`src/rtl/tdm_rx_pkg.sv`:
```
package tdm_rx_pkg;

    // Position tag attached to every sampled serial bit
    typedef struct packed {
        logic vld;    // bit belongs to a framed slot
        logic first;  // bit is the MSB of its slot
        logic last;   // bit is the LSB of its slot
    } bit_tag_t;

endpackage

```
`src/rtl/tdm_fs_align.sv`:
```
module tdm_fs_align #(
    parameter int MAX_DLY = 2,
    localparam int DW = $clog2(MAX_DLY + 1)
) (
    input  logic          clk,
    input  logic          rst_n,
    input  logic          fs_in,
    input  logic [DW-1:0] cfg_delay,
    output logic          sof_o
);

    typedef struct packed {
        logic               fs_prev;
        logic [MAX_DLY-1:0] pipe;
    } st_t;

    st_t st_d, st_q;
    logic             lead;
    logic [MAX_DLY:0] tap;

    assign lead   = fs_in & ~st_q.fs_prev;
    assign tap[0] = lead;

    generate
        for (genvar g = 1; g <= MAX_DLY; g++) begin : g_tap
            assign tap[g] = st_q.pipe[g-1];
        end
    endgenerate

    always_comb begin
        st_d         = st_q;
        st_d.fs_prev = fs_in;
        st_d.pipe[0] = lead;
        for (int i = 1; i < MAX_DLY; i++) begin
            st_d.pipe[i] = st_q.pipe[i-1];
        end
        sof_o = 1'b0;
        if (int'(cfg_delay) <= MAX_DLY) begin
            sof_o = tap[cfg_delay];
        end
    end

    always_ff @(posedge clk) begin
        if (!rst_n) begin
            st_q <= '0;
        end else begin
            st_q <= st_d;
        end
    end


    delay_legal_chk: assert property (@(posedge clk) disable iff (!rst_n)
        int'(cfg_delay) <= MAX_DLY);

endmodule

```
`src/rtl/tdm_slot_track.sv`:
```
module tdm_slot_track
    import tdm_rx_pkg::*;
#(
    parameter int MAX_BITS  = 32,
    parameter int MAX_SLOTS = 16,
    localparam int BCW = $clog2(MAX_BITS + 1),
    localparam int SCW = $clog2(MAX_SLOTS + 1),
    localparam int BIW = $clog2(MAX_BITS),
    localparam int SIW = $clog2(MAX_SLOTS)
) (
    input  logic           clk,
    input  logic           rst_n,
    input  logic [BCW-1:0] cfg_bits,
    input  logic [SCW-1:0] cfg_slots,
    input  logic           sof_i,
    output bit_tag_t       tag_o,
    output logic [SIW-1:0] slot_o,
    output logic           locked_o,
    output logic           err_o
);

    typedef struct packed {
        logic           locked;
        logic           err;
        logic [BIW-1:0] bit_idx;
        logic [SIW-1:0] slot_idx;
    } st_t;

    st_t st_d, st_q;
    logic [BIW-1:0] cur_bit;
    logic [SIW-1:0] cur_slot;
    logic           cur_vld;
    logic           cur_last;
    logic           off_frame_start;

    always_comb begin
        // position of the bit being sampled in this clock
        if (sof_i) begin
            cur_bit  = '0;
            cur_slot = '0;
            cur_vld  = 1'b1;
        end else begin
            cur_bit  = st_q.bit_idx;
            cur_slot = st_q.slot_idx;
            cur_vld  = st_q.locked;
        end
        cur_last = (BCW'(cur_bit) == cfg_bits - BCW'(1));
        off_frame_start = (st_q.bit_idx != '0) || (st_q.slot_idx != '0);

        st_d = st_q;
        if (sof_i) begin
            st_d.locked = 1'b1;
            if (st_q.locked && off_frame_start) begin
                st_d.err = 1'b1;
            end
        end
        if (cur_vld) begin
            if (cur_last) begin
                st_d.bit_idx = '0;
                if (SCW'(cur_slot) == cfg_slots - SCW'(1)) begin
                    st_d.slot_idx = '0;
                end else begin
                    st_d.slot_idx = cur_slot + SIW'(1);
                end
            end else begin
                st_d.bit_idx  = cur_bit + BIW'(1);
                st_d.slot_idx = cur_slot;
            end
        end

        tag_o.vld   = cur_vld;
        tag_o.first = cur_vld && (cur_bit == '0);
        tag_o.last  = cur_vld && cur_last;
        slot_o      = cur_slot;
        locked_o    = st_q.locked;
        err_o       = st_q.err;
    end

    always_ff @(posedge clk) begin
        if (!rst_n) begin
            st_q <= '0;
        end else begin
            st_q <= st_d;
        end
    end


    slot_in_range_chk: assert property (@(posedge clk) disable iff (!rst_n)
        st_q.locked |-> (SCW'(st_q.slot_idx) < cfg_slots));


    bit_in_range_chk: assert property (@(posedge clk) disable iff (!rst_n)
        st_q.locked |-> (BCW'(st_q.bit_idx) < cfg_bits));

endmodule

```
`src/rtl/tdm_word_shift.sv`:
```
module tdm_word_shift
    import tdm_rx_pkg::*;
#(
    parameter int MAX_BITS  = 32,
    parameter int MAX_SLOTS = 16,
    localparam int SIW = $clog2(MAX_SLOTS)
) (
    input  logic                clk,
    input  logic                rst_n,
    input  logic                sd_i,
    input  bit_tag_t            tag_i,
    input  logic [SIW-1:0]      slot_i,
    output logic [MAX_BITS-1:0] word_o,
    output logic [SIW-1:0]      slot_o,
    output logic                valid_o
);

    typedef struct packed {
        logic [MAX_BITS-1:0] acc;
        logic [MAX_BITS-1:0] word;
        logic [SIW-1:0]      slot;
        logic                valid;
    } st_t;

    st_t st_d, st_q;
    logic [MAX_BITS-1:0] base;
    logic [MAX_BITS-1:0] acc_next;

    always_comb begin
        base     = tag_i.first ? '0 : st_q.acc;
        acc_next = {base[MAX_BITS-2:0], sd_i};

        st_d       = st_q;
        st_d.valid = 1'b0;
        if (tag_i.vld) begin
            st_d.acc = acc_next;
            if (tag_i.last) begin
                st_d.word  = acc_next;
                st_d.slot  = slot_i;
                st_d.valid = 1'b1;
            end
        end
    end

    always_ff @(posedge clk) begin
        if (!rst_n) begin
            st_q <= '0;
        end else begin
            st_q <= st_d;
        end
    end

    assign word_o  = st_q.word;
    assign slot_o  = st_q.slot;
    assign valid_o = st_q.valid;


    strobe_single_chk: assert property (@(posedge clk) disable iff (!rst_n)
        st_q.valid |=> !st_q.valid);


    word_hold_chk: assert property (@(posedge clk) disable iff (!rst_n)
        !st_d.valid |=> $stable(word_o));

endmodule

```
`src/rtl/tdm_slot_rx.sv`:
```
module tdm_slot_rx
    import tdm_rx_pkg::*;
#(
    parameter int MAX_BITS  = 32,
    parameter int MIN_BITS  = 8,
    parameter int MAX_SLOTS = 16,
    parameter int MIN_SLOTS = 2,
    parameter int MAX_DLY   = 2,
    localparam int BCW = $clog2(MAX_BITS + 1),
    localparam int SCW = $clog2(MAX_SLOTS + 1),
    localparam int SIW = $clog2(MAX_SLOTS),
    localparam int DW  = $clog2(MAX_DLY + 1)
) (
    input  logic                clk,
    input  logic                rst_n,
    input  logic [BCW-1:0]      cfg_bits,
    input  logic [SCW-1:0]      cfg_slots,
    input  logic [DW-1:0]       cfg_delay,
    input  logic                sd_in,
    input  logic                fs_in,
    output logic [MAX_BITS-1:0] word_o,
    output logic [SIW-1:0]      slot_o,
    output logic                valid_o,
    output logic                sync_err_o
);

    logic           sof;
    bit_tag_t       tag;
    logic [SIW-1:0] bit_slot;
    logic           locked;

    tdm_fs_align #(
        .MAX_DLY (MAX_DLY)
    ) i_fs_align (
        .clk       (clk),
        .rst_n     (rst_n),
        .fs_in     (fs_in),
        .cfg_delay (cfg_delay),
        .sof_o     (sof)
    );

    tdm_slot_track #(
        .MAX_BITS  (MAX_BITS),
        .MAX_SLOTS (MAX_SLOTS)
    ) i_slot_track (
        .clk       (clk),
        .rst_n     (rst_n),
        .cfg_bits  (cfg_bits),
        .cfg_slots (cfg_slots),
        .sof_i     (sof),
        .tag_o     (tag),
        .slot_o    (bit_slot),
        .locked_o  (locked),
        .err_o     (sync_err_o)
    );

    tdm_word_shift #(
        .MAX_BITS  (MAX_BITS),
        .MAX_SLOTS (MAX_SLOTS)
    ) i_word_shift (
        .clk     (clk),
        .rst_n   (rst_n),
        .sd_i    (sd_in),
        .tag_i   (tag),
        .slot_i  (bit_slot),
        .word_o  (word_o),
        .slot_o  (slot_o),
        .valid_o (valid_o)
    );


    cfg_range_chk: assert property (@(posedge clk) disable iff (!rst_n)
        (int'(cfg_bits) >= MIN_BITS) && (int'(cfg_bits) <= MAX_BITS) &&
        (int'(cfg_slots) >= MIN_SLOTS) && (int'(cfg_slots) <= MAX_SLOTS));


    no_word_unlocked_chk: assert property (@(posedge clk) disable iff (!rst_n)
        !locked |=> !valid_o);


    err_sticky_chk: assert property (@(posedge clk) disable iff (!rst_n)
        sync_err_o |=> sync_err_o);


    word_upper_zero_chk: assert property (@(posedge clk) disable iff (!rst_n)
        valid_o |-> ((word_o >> cfg_bits) == '0));

endmodule

```
`config.mk`:
```
export PLATFORM = sky130hd
export DESIGN_NAME = tdm_slot_rx
export DESIGN_NICKNAME = d
export VERILOG_FILES = /design/src/rtl/tdm_rx_pkg.sv /design/src/rtl/tdm_fs_align.sv /design/src/rtl/tdm_slot_track.sv /design/src/rtl/tdm_word_shift.sv /design/src/rtl/tdm_slot_rx.sv
export SDC_FILE = /design/constraint.sdc
export NUM_CORES = 1
export LEC_CHECK = 0
export ABC_CLOCK_PERIOD_IN_PS = 6300
export BUFFER_PORTS_ARGS = -buffer_cell sky130_fd_sc_hd__buf_2
export CORE_ASPECT_RATIO = 0.8
export CORE_MARGIN = 2
export CORE_UTILIZATION = 55
export DETAILED_ROUTE_END_ITERATION = 16
export PLACE_DENSITY = 0.85
export RECOVER_POWER = 50
export SYNTH_ARGS = -nofsm -noshare
export SYNTH_HDL_FRONTEND = slang
export SYNTH_SLANG_ARGS = --single-unit
export TNS_END_PERCENT = 1
```
`constraint.sdc`:
```
create_clock -name clk -period 6.3 [get_ports clk]
set_clock_uncertainty 0.05 [all_clocks]
set_input_delay 0 -clock clk [delete_from_list [all_inputs] [get_ports clk]]
set_output_delay 0 -clock clk [all_outputs]
set_load 0.02 [all_outputs]
```
After elaboration in Yosys (flattened, before gate mapping)
Index checks and enable logic that the tools add are counted.

operators by class
  mux-type cells = 10
  reductions and logical operators = 10
  bitwise logic cells = 2
  magnitude comparators = 2
  add/sub/neg operators = 4
  equality and inequality tests = 2

operators by type and width
  operator                                                     count
  two-way mux 31 bit                                           1
  two-way mux 9 bit                                            1
  two-way mux 4 bit                                            2
  equality test 5 x 6 -> 1 bit                                 1
  AND reduction 2 bit                                          3
  subtractor 6 x 1 -> 6 bit (second input constant)            1
  adder 5 x 1 -> 5 bit (second input constant)                 1
  equality test 4 x 5 -> 1 bit                                 1
  logical NOT 5 bit                                            1
  two-way mux 5 bit                                            1
  nonzero test 5 bit                                           1
  subtractor 5 x 1 -> 5 bit (second input constant)            1
  adder 4 x 1 -> 4 bit (second input constant)                 1
  two-way mux 1 bit                                            4
  nonzero test 4 bit                                           1
  logical AND 1 bit                                            3
  less-than comparator 2 x 3 -> 1 bit (second input constant)  1
  binary-select mux 1 bit (select 2 bit)                       1
  less-or-equal comparator 2 bit (second input constant)       1
  AND 1 bit                                                    1
  logical OR 1 bit                                             1
  inverter 1 bit                                               1

storage, ports and cells
  flip-flop bits (word level) = 82
  output and inout port bits = 38
  input bits = 17

Longest topological paths before layout
Gate-level depths: netlist of run 1.

  depth in word-level cells = 9
  gate-level depth with buffers = 11
  mapped depth without buffers = 9

Cells and area by module
A second synthesis of run 1 with hierarchy kept.

unflattened totals
  cells, all modules = 481
  area total of the unflattened synthesis = 4490.6 µm²

modules (own cells, without submodules)
  module          instances  sequential area each (µm²)  cells an instance  area each (µm²)
  tdm_word_shift  1          1361.3                      340                3352.0
  tdm_slot_track  1          220.2                       131                1027.2
  tdm_fs_align    1          60.1                        10                 111.4

Worst setup path before layout of run 1
No wires, ideal clock.

  path type = register to register
  start point = register i_fs_align.st_q[2] in the netlist's numbering
  end point = register i_slot_track.st_q[7] in the netlist's numbering
  period minus slack after synthesis = 2.471 ns
  required time = 6.176 ns
  path slack = 3.829 ns
  library setup time = 0.074 ns
  path buffers = 1
  arrival time = 2.347 ns
  stages on the path, launching flop included = 9
  cells stage by stage = dfxtp_1 or4b_4 and3_4 and4_4 o32a_1 buf_6 nor2b_4 or4_1 a31oi_1

on the way
  cells in the longest elaborated chain, start to end = 8
  elaborated cells between the ends (all ways) = 10
  those cells by class = add/sub: 1; eq/ne: 1; mux: 6; bitwise: 2

RTL lines
  what                                                                         RTL line                                    text
  start, declared                                                              tdm_fs_align.sv:17                          st_t st_d, st_q;
  start signal, assigned                                                       tdm_fs_align.sv:47                          st_q <= st_d;
  inverter 1 bit *                                                             tdm_fs_align.sv:21                          assign lead = fs_in & ~st_q.fs_prev;
  AND 1 bit *                                                                  tdm_fs_align.sv:21
  binary-select mux 1 bit (select 2 bit) *                                     tdm_fs_align.sv:39                          sof_o = tap[cfg_delay];
  two-way mux 1 bit (implied by the code) *                                    tdm_fs_align.sv:39
  two-way mux 1 bit *                                                          tdm_fs_align.sv:38                          if (int'(cfg_delay) <= MAX_DLY) begin
  two-way mux 5 bit                                                            tdm_slot_track.sv:38                        if (sof_i) begin
  adder 5 x 1 -> 5 bit / equality test 5 x 6 -> 1 bit (equally long branches)  tdm_slot_track.sv:66, tdm_slot_track.sv:47
  two-way mux 9 bit                                                            tdm_slot_track.sv:58                        if (cur_last) begin
  end signal, assigned                                                         tdm_slot_track.sv:83                        st_q <= st_d;
  end, declared                                                                tdm_slot_track.sv:29                        st_t st_d, st_q;

Every way passes the cells marked *; elsewhere a longest branch is shown, timed or not. The select of a mux whose other input is x is not followed.
A chain may end at the register's enable or synchronous reset.

Worst setup path in the final report of run 1
  start point = register i_fs_align.st_q[2] in the netlist's numbering
  end point = register i_word_shift.st_q (netlist bit i_word_shift.word_o[3])

on the way
  cells in the longest elaborated chain, start to end = 9
  elaborated cells between the ends (all ways) = 13
  those cells by class = eq/ne: 1; mux: 6; bitwise: 2; reduce/logical: 4

RTL lines
  what                                                                               RTL line                                    text
  inverter 1 bit *                                                                   tdm_fs_align.sv:21
  AND 1 bit *                                                                        tdm_fs_align.sv:21
  binary-select mux 1 bit (select 2 bit) *                                           tdm_fs_align.sv:39
  two-way mux 1 bit (implied by the code) *                                          tdm_fs_align.sv:39
  two-way mux 1 bit *                                                                tdm_fs_align.sv:38
  two-way mux 5 bit                                                                  tdm_slot_track.sv:38
  equality test 5 x 6 -> 1 bit / logical NOT 5 bit (equally long branches)           tdm_slot_track.sv:47, tdm_slot_track.sv:72
  logical AND 1 bit, on equally long branches                                        tdm_slot_track.sv:73, tdm_slot_track.sv:72
  AND reduction 2 bit (no source line) / two-way mux 31 bit (equally long branches)  n/a
  end signal, assigned                                                               tdm_word_shift.sv:49                        st_q <= st_d;
  end, declared                                                                      tdm_word_shift.sv:25                        st_t st_d, st_q;

Marks and branches as above.

==> impl_results.md, run 1 <==
- Htree depth: 3
- CP max stage cell: nand2_1
- Most frequent CP cell: nand2_1
- CTS tree: yes
- First-pass GRT wire length: 14000 µm
- Hold Path Class: input port to register
- Status: finished with violations
- Worst Path Max Fanout: 37
- Vias per cell: 5.94
- Ys Warns: 0
- Die extent in y: 78.0 µm
- Startpoint types: register
- Rows: 26
- Final Max Tran Viols: 36
- I/O Buffers: 54
- Max_cap viols: 1
- Highest Clock Rate: 0.244 GHz
- Avg Inst Size Synth: 8.38 µm²
- Commonest non-fill, non-tap cell in the layout: dfxtp_1
- Sequential area share after synthesis: 0.436
- Die X: 96.5 µm
- Leakage power: 1.38 nW
- Busiest grt layer: met2
- DP HPWL: 5220 µm
- Post-synthesis adder-cell area fraction: 0.00998
- Worst EP required: 6.44 ns
- Vias in the first global route: 2947
- Failing checks: max-capacitance violations, max-slew violations
- Area of the core: 0.00651 mm²
- RePlAce Congestion: 0.862
- Final ANT Viol Nets: 0
- Final setup fails: 0
- 1st-iter DRT viols: 354
- Tcrit/Tclk final: 0.651
- CP endpoint kind: register
- Maximum VDD drop: 181 µV
- Setup tns final: 0 ns
- Final instance area: 0.00401 mm²
- Largest net degree at the start of global routing: 74
- Crit Path Category: register to register
- Drt wl/cell: 15.1 µm
- Placed Area: 0.00377 mm²
- GR Util met1: 0.320
- Mapped Cells: 449
- Syn nets: 469
- Largest family of logic cells by synthesized area: simple AND/OR/NAND/NOR gates
- Number of diodes: 0
- Post-synth top area share: 0.436
- Number of hold violations in the final report: 0
- Arr. time, crit path: 4.24 ns
- Clock Sink Count: 82
- # resized after CTS: 0
- Post-synth cell types: 47
- Met2 Usage GRT: 0.356
- # DRC: 0
- Final wirelength: 8160 µm
- Clk root buf: clkbuf_8
- Final Critical Period: 4.10 ns
- Mapped cell area: 0.00376 mm²
- Most frequent cells in the layout: 82 x dfxtp_1, 46 x nand2_1, 45 x nor2_1
- Worst-margin pin slew: 1.54 ns
- Crit path cell chain: or4b_4, nand3_1, nor2_2, clkbuf_1, nor4_4, buf_4, nand2_1, nand2_1, a21oi_1
- Area growth from synthesis to layout: 6.62%
- Most area-consuming cells after synthesis: dfxtp_1 44%, buf_4 7.2%, a22oi_1 6.2%, nand4_1 5.7%, a21oi_1 5.5%
- Initial core utilization: 0.578
- Xor/xnor share of the synthesized area: 0.0233
- Die area: 0.00752 mm²
- Multiplexer share of the synthesized area: 0.00798
- Power Density: 276 mW/mm²
- Tot GR Track Use: 0.237
- Ys async rst share: 0
- Primary FF master, synth: dfxtp_1
- Clock transition at path regs: 0.08 ns
- Routing usage on met3: 0.0806
- Cts bufs inserted: 9
- Total Nets Final: 472
- Complex-gate fraction of the synthesized area: 0.163
- RSZ-0062 raised after global routing: false
- Share of cells above drive strength 1: 0.0963
- # IOs: 55
- Synth Register Bits: 82
- Crit path largest cell delay: 0.77 ns
- Bufs on Longest Clock Path: 2
- Initial antenna violation count: 0
- Pre-antenna DRT Iters: 5
- Setup slack, reg-to-reg: 2.20 ns
- Post-synth EDFFs: 0
- Via count: 3216
- Max_slew headroom: -0.0290
- Fin Hold WS: 0.249 ns
- Remaining Overflow, GRT: 0
- Simple-Gate Fraction of Synth Area: 0.241
- Synth area leader: dfxtp_1
- Worst-Skew Late Latency: 0.36 ns
## critical path: cells and delay by family, from the launching register on
kind | cells | cell delay (ns)
flip-flops | 1 | 0.33
buffers and inverters | 2 | 0.98
AND/OR/NAND/NOR | 6 | 2.41
AO/OA/AOI/OAI | 1 | 0.12
## synthesized netlist by cell type (5+ instances only)
cell       n
o21ai_0    7
a21oi_1   41
nand2_1   46
nand3_1   11
xnor2_1    7
dfxtp_1   82
buf_4     36
nor2_1    46
a22oi_1   31
clkbuf_1  31
inv_1      8
nand2b_1   5
nand4_1   34
and2_1     6
## registers in the layout, indices dropped and copies added (netlist names)
signal	flops
i_fs_align.st_q	2
i_word_shift.word_o	32
i_word_shift.st_q	31
i_slot_track.locked_o	1
i_word_shift.slot_o	4
i_word_shift.valid_o	1
i_fs_align.st_d	1
i_slot_track.st_q	9
i_slot_track.err_o	1
## worst paths after layout
| check | from | to | depth (start not counted) |
|---|---|---|---|
| min reg2reg | i_fs_align.st_q[2] | i_fs_align.st_d[1] | 1 |
| max reg2reg | i_fs_align.st_q[2] | i_word_shift.word_o[3] | 9 |
| min | cfg_slots[0] | i_slot_track.st_q[0] | 6 |
| max | i_fs_align.st_q[2] | i_word_shift.word_o[3] | 9 |
## per-layer routing
| metal | up-vias | wire, µm |
|---|---|---|
| met3 | 17 | 527 |
| met5 | - | 0 |
| met4 | 0 | 144 |
| met1 | 1518 | 3780 |
| met2 | 115 | 3710 |
| li1 | 1566 | - |
## cell type report
type                       count  area (µm²)
fill                         583        2490
sequential                    82        1640
tap                           84         105
multi-input combinational    287        1690
timing repair buffer          63         295
clock buffer                  10         138
clock inverter                 6         113
inverter                       9        33.8
## where the power goes
part | switching [mW] | internal [mW]
Combinational | 0.0687 | 0.0347
Sequential | 0.0139 | 0.524
Clock | 0.191 | 0.275
## timing repair
| item | CTS | global route |
|---|---|---|
| buffers inserted | 0 | 0 |
| hold buffers | 4 | 0 |
| endpoints found under the setup margin | 0 | 0 |
| endpoints found under the hold margin | 7 | 0 |
## kinds of logic after synthesis
| group | Yosys count |
|---|---|
| xor+xnor | 10 |
| fa+ha+maj | 3 |
| simple gates | 175 |
| flops | 82 |
| buf+inv | 80 |
| compound gates | 96 |
| mux | 3 |
## per-stage QoR
step | util | total power, mW | setup WS, ns | cells
floorplan | - | 0.624 | 3.83 | 449
finish | 0.617 | 1.11 | 2.20 | 541
detailed placement | 0.580 | 0.649 | 2.75 | 521
global route | 0.617 | 1.14 | 1.82 | 541
global placement | 0.580 | 0.645 | 2.87 | 521
CTS | 0.625 | 1.11 | 2.73 | 541
(Power assumes the default switching activity.)
==> inputs of run 2 (changes only) <==
ABC_AREA = 1   (was default)
ABC_CLOCK_PERIOD_IN_PS = 4000   (was 6300)
clock period = 4 ns   (was 6.3 ns; I/O delays follow)
==> run 2 against run 1 <==
- the run now ends clean
- critical path type unchanged
- register-to-register slack got worse by 1.0 ns
- combinational power increased by 48%
- utilization decreased by 2.6 points
- setup slack got worse by 1.0 ns
- sequential share of layout area decreased by 0.17 points
- synthesized area increased by 2.0%
- sequential cell count unchanged
- die area increased by 1.9%
- non-clock buffer count decreased by 2
- via count increased by 5.1%
==> impl_results.md, run 2 <==
- DP Worst Slack: 1.26 ns
- RSZ-0062 raised after global routing: false
- Bufs on Longest Clock Path: 2
- Highest Clock Rate: 0.357 GHz
- Max_slew headroom: 0.551
- Most instantiated library cell after synthesis: nand2_1
- Tot GR Track Use: 0.213
- CP max stage cell: nand2_1
- Synth Register Bits: 82
- Area growth from synthesis to layout: 4.92%
- Synth area leader: dfxtp_1
- Die X: 97.4 µm
- Primary FF master, synth: dfxtp_1
- Most frequent cells in the layout: 104 x nand2_1, 82 x dfxtp_1, 81 x nor2_1
- Post-synth top area share: 0.428
- Final Critical Period: 2.80 ns
- Post-synth top cells: 104 x nand2_1, 82 x dfxtp_1, 81 x nor2_1
- Area taken by multi-input logic gates: 0.00161 mm²
- Leakage power: 1.69 nW
- Final Util: 0.590
- Most area-consuming cells after synthesis: dfxtp_1 43%, nand2_1 10%, a21oi_1 8.5%, nor2_1 7.9%, buf_4 7.6%
- Vias in the first global route: 3042
- DP HPWL: 5280 µm
- Most frequent CP cell: nand2_1
- Syn nets: 559
- Crit path largest cell delay: 0.50 ns
- CP endpoint kind: register
- Pre-antenna DRT Iters: 5
- # IOs: 55
- Remaining Overflow, GRT: 0
- Final setup fails: 0
- Placed Area: 0.00383 mm²
- Post-synth EDFFs: 0
- Ys Warns: 0
- Share of cells above drive strength 1: 0.0835
- Number of hold violations in the final report: 0
- Die area: 0.00767 mm²
- Crit path cell chain: a21oi_1, nand2_1, nand2_1, inv_1, nor2_4, buf_4, inv_1, nand2_1, nand2_1, nand3_1, a21oi_1
- Mapped Cells: 539
- Clk root buf: clkbuf_8
- Area of the core: 0.00682 mm²
- Startpoint types: register
- Setup Buffers After CTS: 0
- Initial antenna violation count: 0
- RePlAce Congestion: 0.830
- 1st-iter DRT viols: 280
- Arr. time, crit path: 2.99 ns
- Hold Path Class: input port to register
- Power Density: 411 mW/mm²
- Die extent in y: 78.7 µm
- Worst Path Max Fanout: 30
- Status: finished clean
- Final instance area: 0.00403 mm²
- Commonest non-fill, non-tap cell in the layout: nand2_1
- FF+latch area: 0.00164 mm²
- Worst EP required: 4.19 ns
- Clock transition at path regs: 0.08 ns
- Sequential area share after synthesis: 0.428
- Cts bufs inserted: 9
- Hold buffers post-CTS: 2
- Worst-margin pin slew: 0.672 ns
- Tot Pwr: 1.66 mW
- First-pass GRT wire length: 13600 µm
- Total Nets Final: 566
- Ys async rst share: 0
- CTS tree: yes
- Worst-Skew Late Latency: 0.35 ns
- Rows: 27
- # resized after CTS: 0
- Mapped cell area: 0.00384 mm²
- Drt wl/cell: 12.7 µm
- Final ANT Viol Nets: 0
- Post-synth cell types: 28
- Final WS setup: 1.20 ns
- Maximum VDD drop: 237 µV
- Largest net degree at the start of global routing: 41
- Max FFs per register: 32
- Filler cells: 629
- Final wirelength: 8080 µm
- Vias per cell: 5.30
- Final Max Tran Viols: 0
- Tcrit/Tclk final: 0.701
- # DRC: 0
- Setup tns final: 0 ns
- Clock Sink Count: 82
- Avg Inst Size Synth: 7.12 µm²
- I/O Buffers: 54
- Htree depth: 3
- Crit Path Category: register to register
- Initial core utilization: 0.563
- Via count: 3381
- Max_cap viols: 0
- Number of diodes: 0
[run 2: critical path, delay by kind of cell (launching register included)]
family,cells,cell delay [ns]
simple gates,6,1.31
buf+inv,3,0.80
compound gates,2,0.20
flops,1,0.32
[run 2: final timing paths]
path                                    startpoint                   end  slack, ns  cells past startpoint
worst max-delay path            i_fs_align.st_d[1]  i_slot_track.st_q[2]       1.20                     11
worst min-delay path                         rst_n    i_fs_align.st_q[1]       0.12                      3
worst max register to register  i_fs_align.st_d[1]  i_slot_track.st_q[2]       1.20                     11
worst min register to register  i_fs_align.st_q[2]    i_fs_align.st_d[1]       0.36                      1
[run 2: through the flow]
step	cells	hold slack, ns
floorplan	539	0.0660
global placement	620	0.175
detailed placement	620	0.180
CTS	638	0.102
global route	638	0.161
finish	638	0.117
[run 2: cell families after synthesis]
family	count (synthesis)	synth area share
flops	82	0.428
fa+ha+maj	3	0.00978
simple gates	239	0.265
compound gates	102	0.134
buf+inv	108	0.153
xor+xnor	5	0.0114
[run 2: layout make-up]
type | instances | share of cell area
Clock inverter | 7 | 0.0252
Tap cell | 87 | 0.0270
Inverter | 43 | 0.0401
Multi-Input combinational cell | 349 | 0.400
Clock buffer | 9 | 0.0308
Sequential cell | 82 | 0.408
Timing Repair Buffer | 61 | 0.0693
[run 2: layer usage]
metal  track usage  vias to the layer above  wire length [µm]
li1              -                     1703                 -
met1         0.278                     1564              3730
met2         0.348                      101              3760
met3        0.0493                       13               468
met4        0.0778                        0               128
met5             0                        -                 0
[run 2: power by group]
part | leakage (nW) | total (mW) | switching, mW | internal [mW]
Sequential | 0.662 | 0.833 | 0.00705 | 0.826
Combinational | 0.915 | 0.152 | 0.111 | 0.0411
Clock | 0.112 | 0.670 | 0.313 | 0.358
==> inputs of run 3 (changes only) <==
ABC_AREA = 0   (was 1)
ABC_CLOCK_PERIOD_IN_PS = 2800   (was 4000)
clock period = 2.8 ns   (was 4 ns; I/O delays follow)
==> run 3 against run 2 <==
- critical path depth decreased by 3
- largest cell class is now multi-input gates
- register-to-register slack got worse by 0.97 ns
- first-iteration DRC count decreased by 34%
- setup slack got worse by 0.97 ns
- sequential cell count unchanged
- non-clock buffer count increased by 8
- clock power increased by 13%
==> impl_results.md, run 3 (synthesis results as in run 1) <==
- Status: finished clean
- CP max stage cell: or4b_4
- # IOs: 55
- Most frequent cells in the layout: 82 x dfxtp_1, 46 x nor2_1, 46 x nand2_1
- Arr. time, crit path: 2.76 ns
- Commonest non-fill, non-tap cell in the layout: dfxtp_1
- Largest delay share family, worst path: simple AND/OR/NAND/NOR gates
- Die extent in y: 78.0 µm
- Rows: 26
- Final setup fails: 0
- Clock transition at path regs: 0.08 ns
- Power Density: 553 mW/mm²
- Worst-margin pin slew: 0.671 ns
- Setup tns final: 0 ns
- Tot Pwr: 2.20 mW
- Crit path largest cell delay: 0.50 ns
- Crit path cell chain: or4b_4, nand3_1, and2_1, o32a_1, buf_6, nand2b_1, a211oi_1, o32ai_1
- Number of hold violations in the final report: 0
- Fin Hold WS: 0.258 ns
- Die area: 0.00752 mm²
- Vias per cell: 5.84
- Max_cap viols: 0
- RePlAce Congestion: 0.828
- WP buf/inv: 1
- Initial core utilization: 0.578
- CTS tree: yes
- Leakage power: 1.36 nW
- Hold Path Class: input port to register
- First-pass GRT wire length: 13200 µm
- RSZ-0062 raised after global routing: false
- Drt wl/cell: 14.4 µm
- Clock Sink Count: 82
- Remaining Overflow, GRT: 0
- Die X: 96.5 µm
- Worst Path Max Fanout: 35
- DP Worst Slack: 0.171 ns
- Total Nets Final: 478
- Area growth from synthesis to layout: 5.79%
- DP HPWL: 5200 µm
- Max_slew headroom: 0.552
- Final wirelength: 7890 µm
- Pre-antenna DRT Iters: 5
- Largest net degree at the start of global routing: 36
- Area of the core: 0.00651 mm²
- Vias in the first global route: 2894
- Max FFs per register: 32
- Final Max Tran Viols: 0
- Final Non-Filler Cells: 547
- 1st-iter DRT viols: 186
- Worst EP required: 2.98 ns
- Tcrit/Tclk final: 0.920
- Tot GR Track Use: 0.224
- Placed Area: 0.00382 mm²
- Share of cells above drive strength 1: 0.106
- Clk root buf: clkbuf_8
- Setup Buffers After CTS: 0
- Bufs on Longest Clock Path: 2
- Worst-Skew Late Latency: 0.36 ns
- Initial antenna violation count: 0
- Maximum VDD drop: 299 µV
- Via count: 3194
- Startpoint types: register
- Number of diodes: 0
- Placed cell count: 527
- Highest Clock Rate: 0.388 GHz
- Final ANT Viol Nets: 0
- Crit Path Category: register to register
- I/O Buffers: 54
- Final instance area: 0.00398 mm²
- # DRC: 0
- Htree depth: 3
- CP endpoint kind: register
- Final Critical Period: 2.58 ns
- Final Util: 0.612
- Cts bufs inserted: 9
- Final WS setup: 0.225 ns
==> run 3: worst paths after layout <==
kind	start	to	slack, ns	depth (start not counted)
worst min register to register	i_fs_align.st_q[2]	i_fs_align.st_d[1]	0.39	1
worst max-delay path	i_fs_align.st_q[2]	i_slot_track.st_q[2]	0.22	8
worst min-delay path	cfg_slots[4]	i_slot_track.st_q[3]	0.26	8
worst max register to register	i_fs_align.st_q[2]	i_slot_track.st_q[2]	0.22	8
==> run 3: power by group <==
group	internal, mW	switching [mW]	leakage (nW)
clock	0.341	0.417	0.0851
combinational	0.0824	0.152	0.617
sequential	1.18	0.0296	0.662
total	1.60	0.599	1.36
==> run 3: per-layer routing <==
layer | vias to the layer above | GRT usage | share of wire
met4 | 0 | 0.0761 | 0.015
met3 | 11 | 0.0709 | 0.064
met1 | 1500 | 0.306 | 0.47
met5 | - | 0 | 0
met2 | 104 | 0.333 | 0.45
li1 | 1579 | - | -
==> run 3: worst reg2reg max path, stage by stage (launching register included) <==
cell and delay, ns:
dfxtp_1 0.32, or4b_4 0.50, nand3_1 0.28, and2_1 0.18, o32a_1 0.20, buf_6 0.28, nand2b_1 0.25, a211oi_1 0.28
o32ai_1 0.10
==> run 3: area by class of cell <==
cell class / instances / area [µm²]
Fill cell: 585 / 2530
Multi-Input combinational cell: 287 / 1680
Sequential cell: 82 / 1640
Timing Repair Buffer: 69 / 345
Clock buffer: 11 / 141
Tap cell: 84 / 105
Inverter: 9 / 33.8
Clock inverter: 5 / 30.0
==> run 3: what timing repair did <==
item                       CTS  global route
hold buffers                 4             0
setup endpoints to repair    0             1
hold endpoints to repair     7             0
resized for setup            0             1
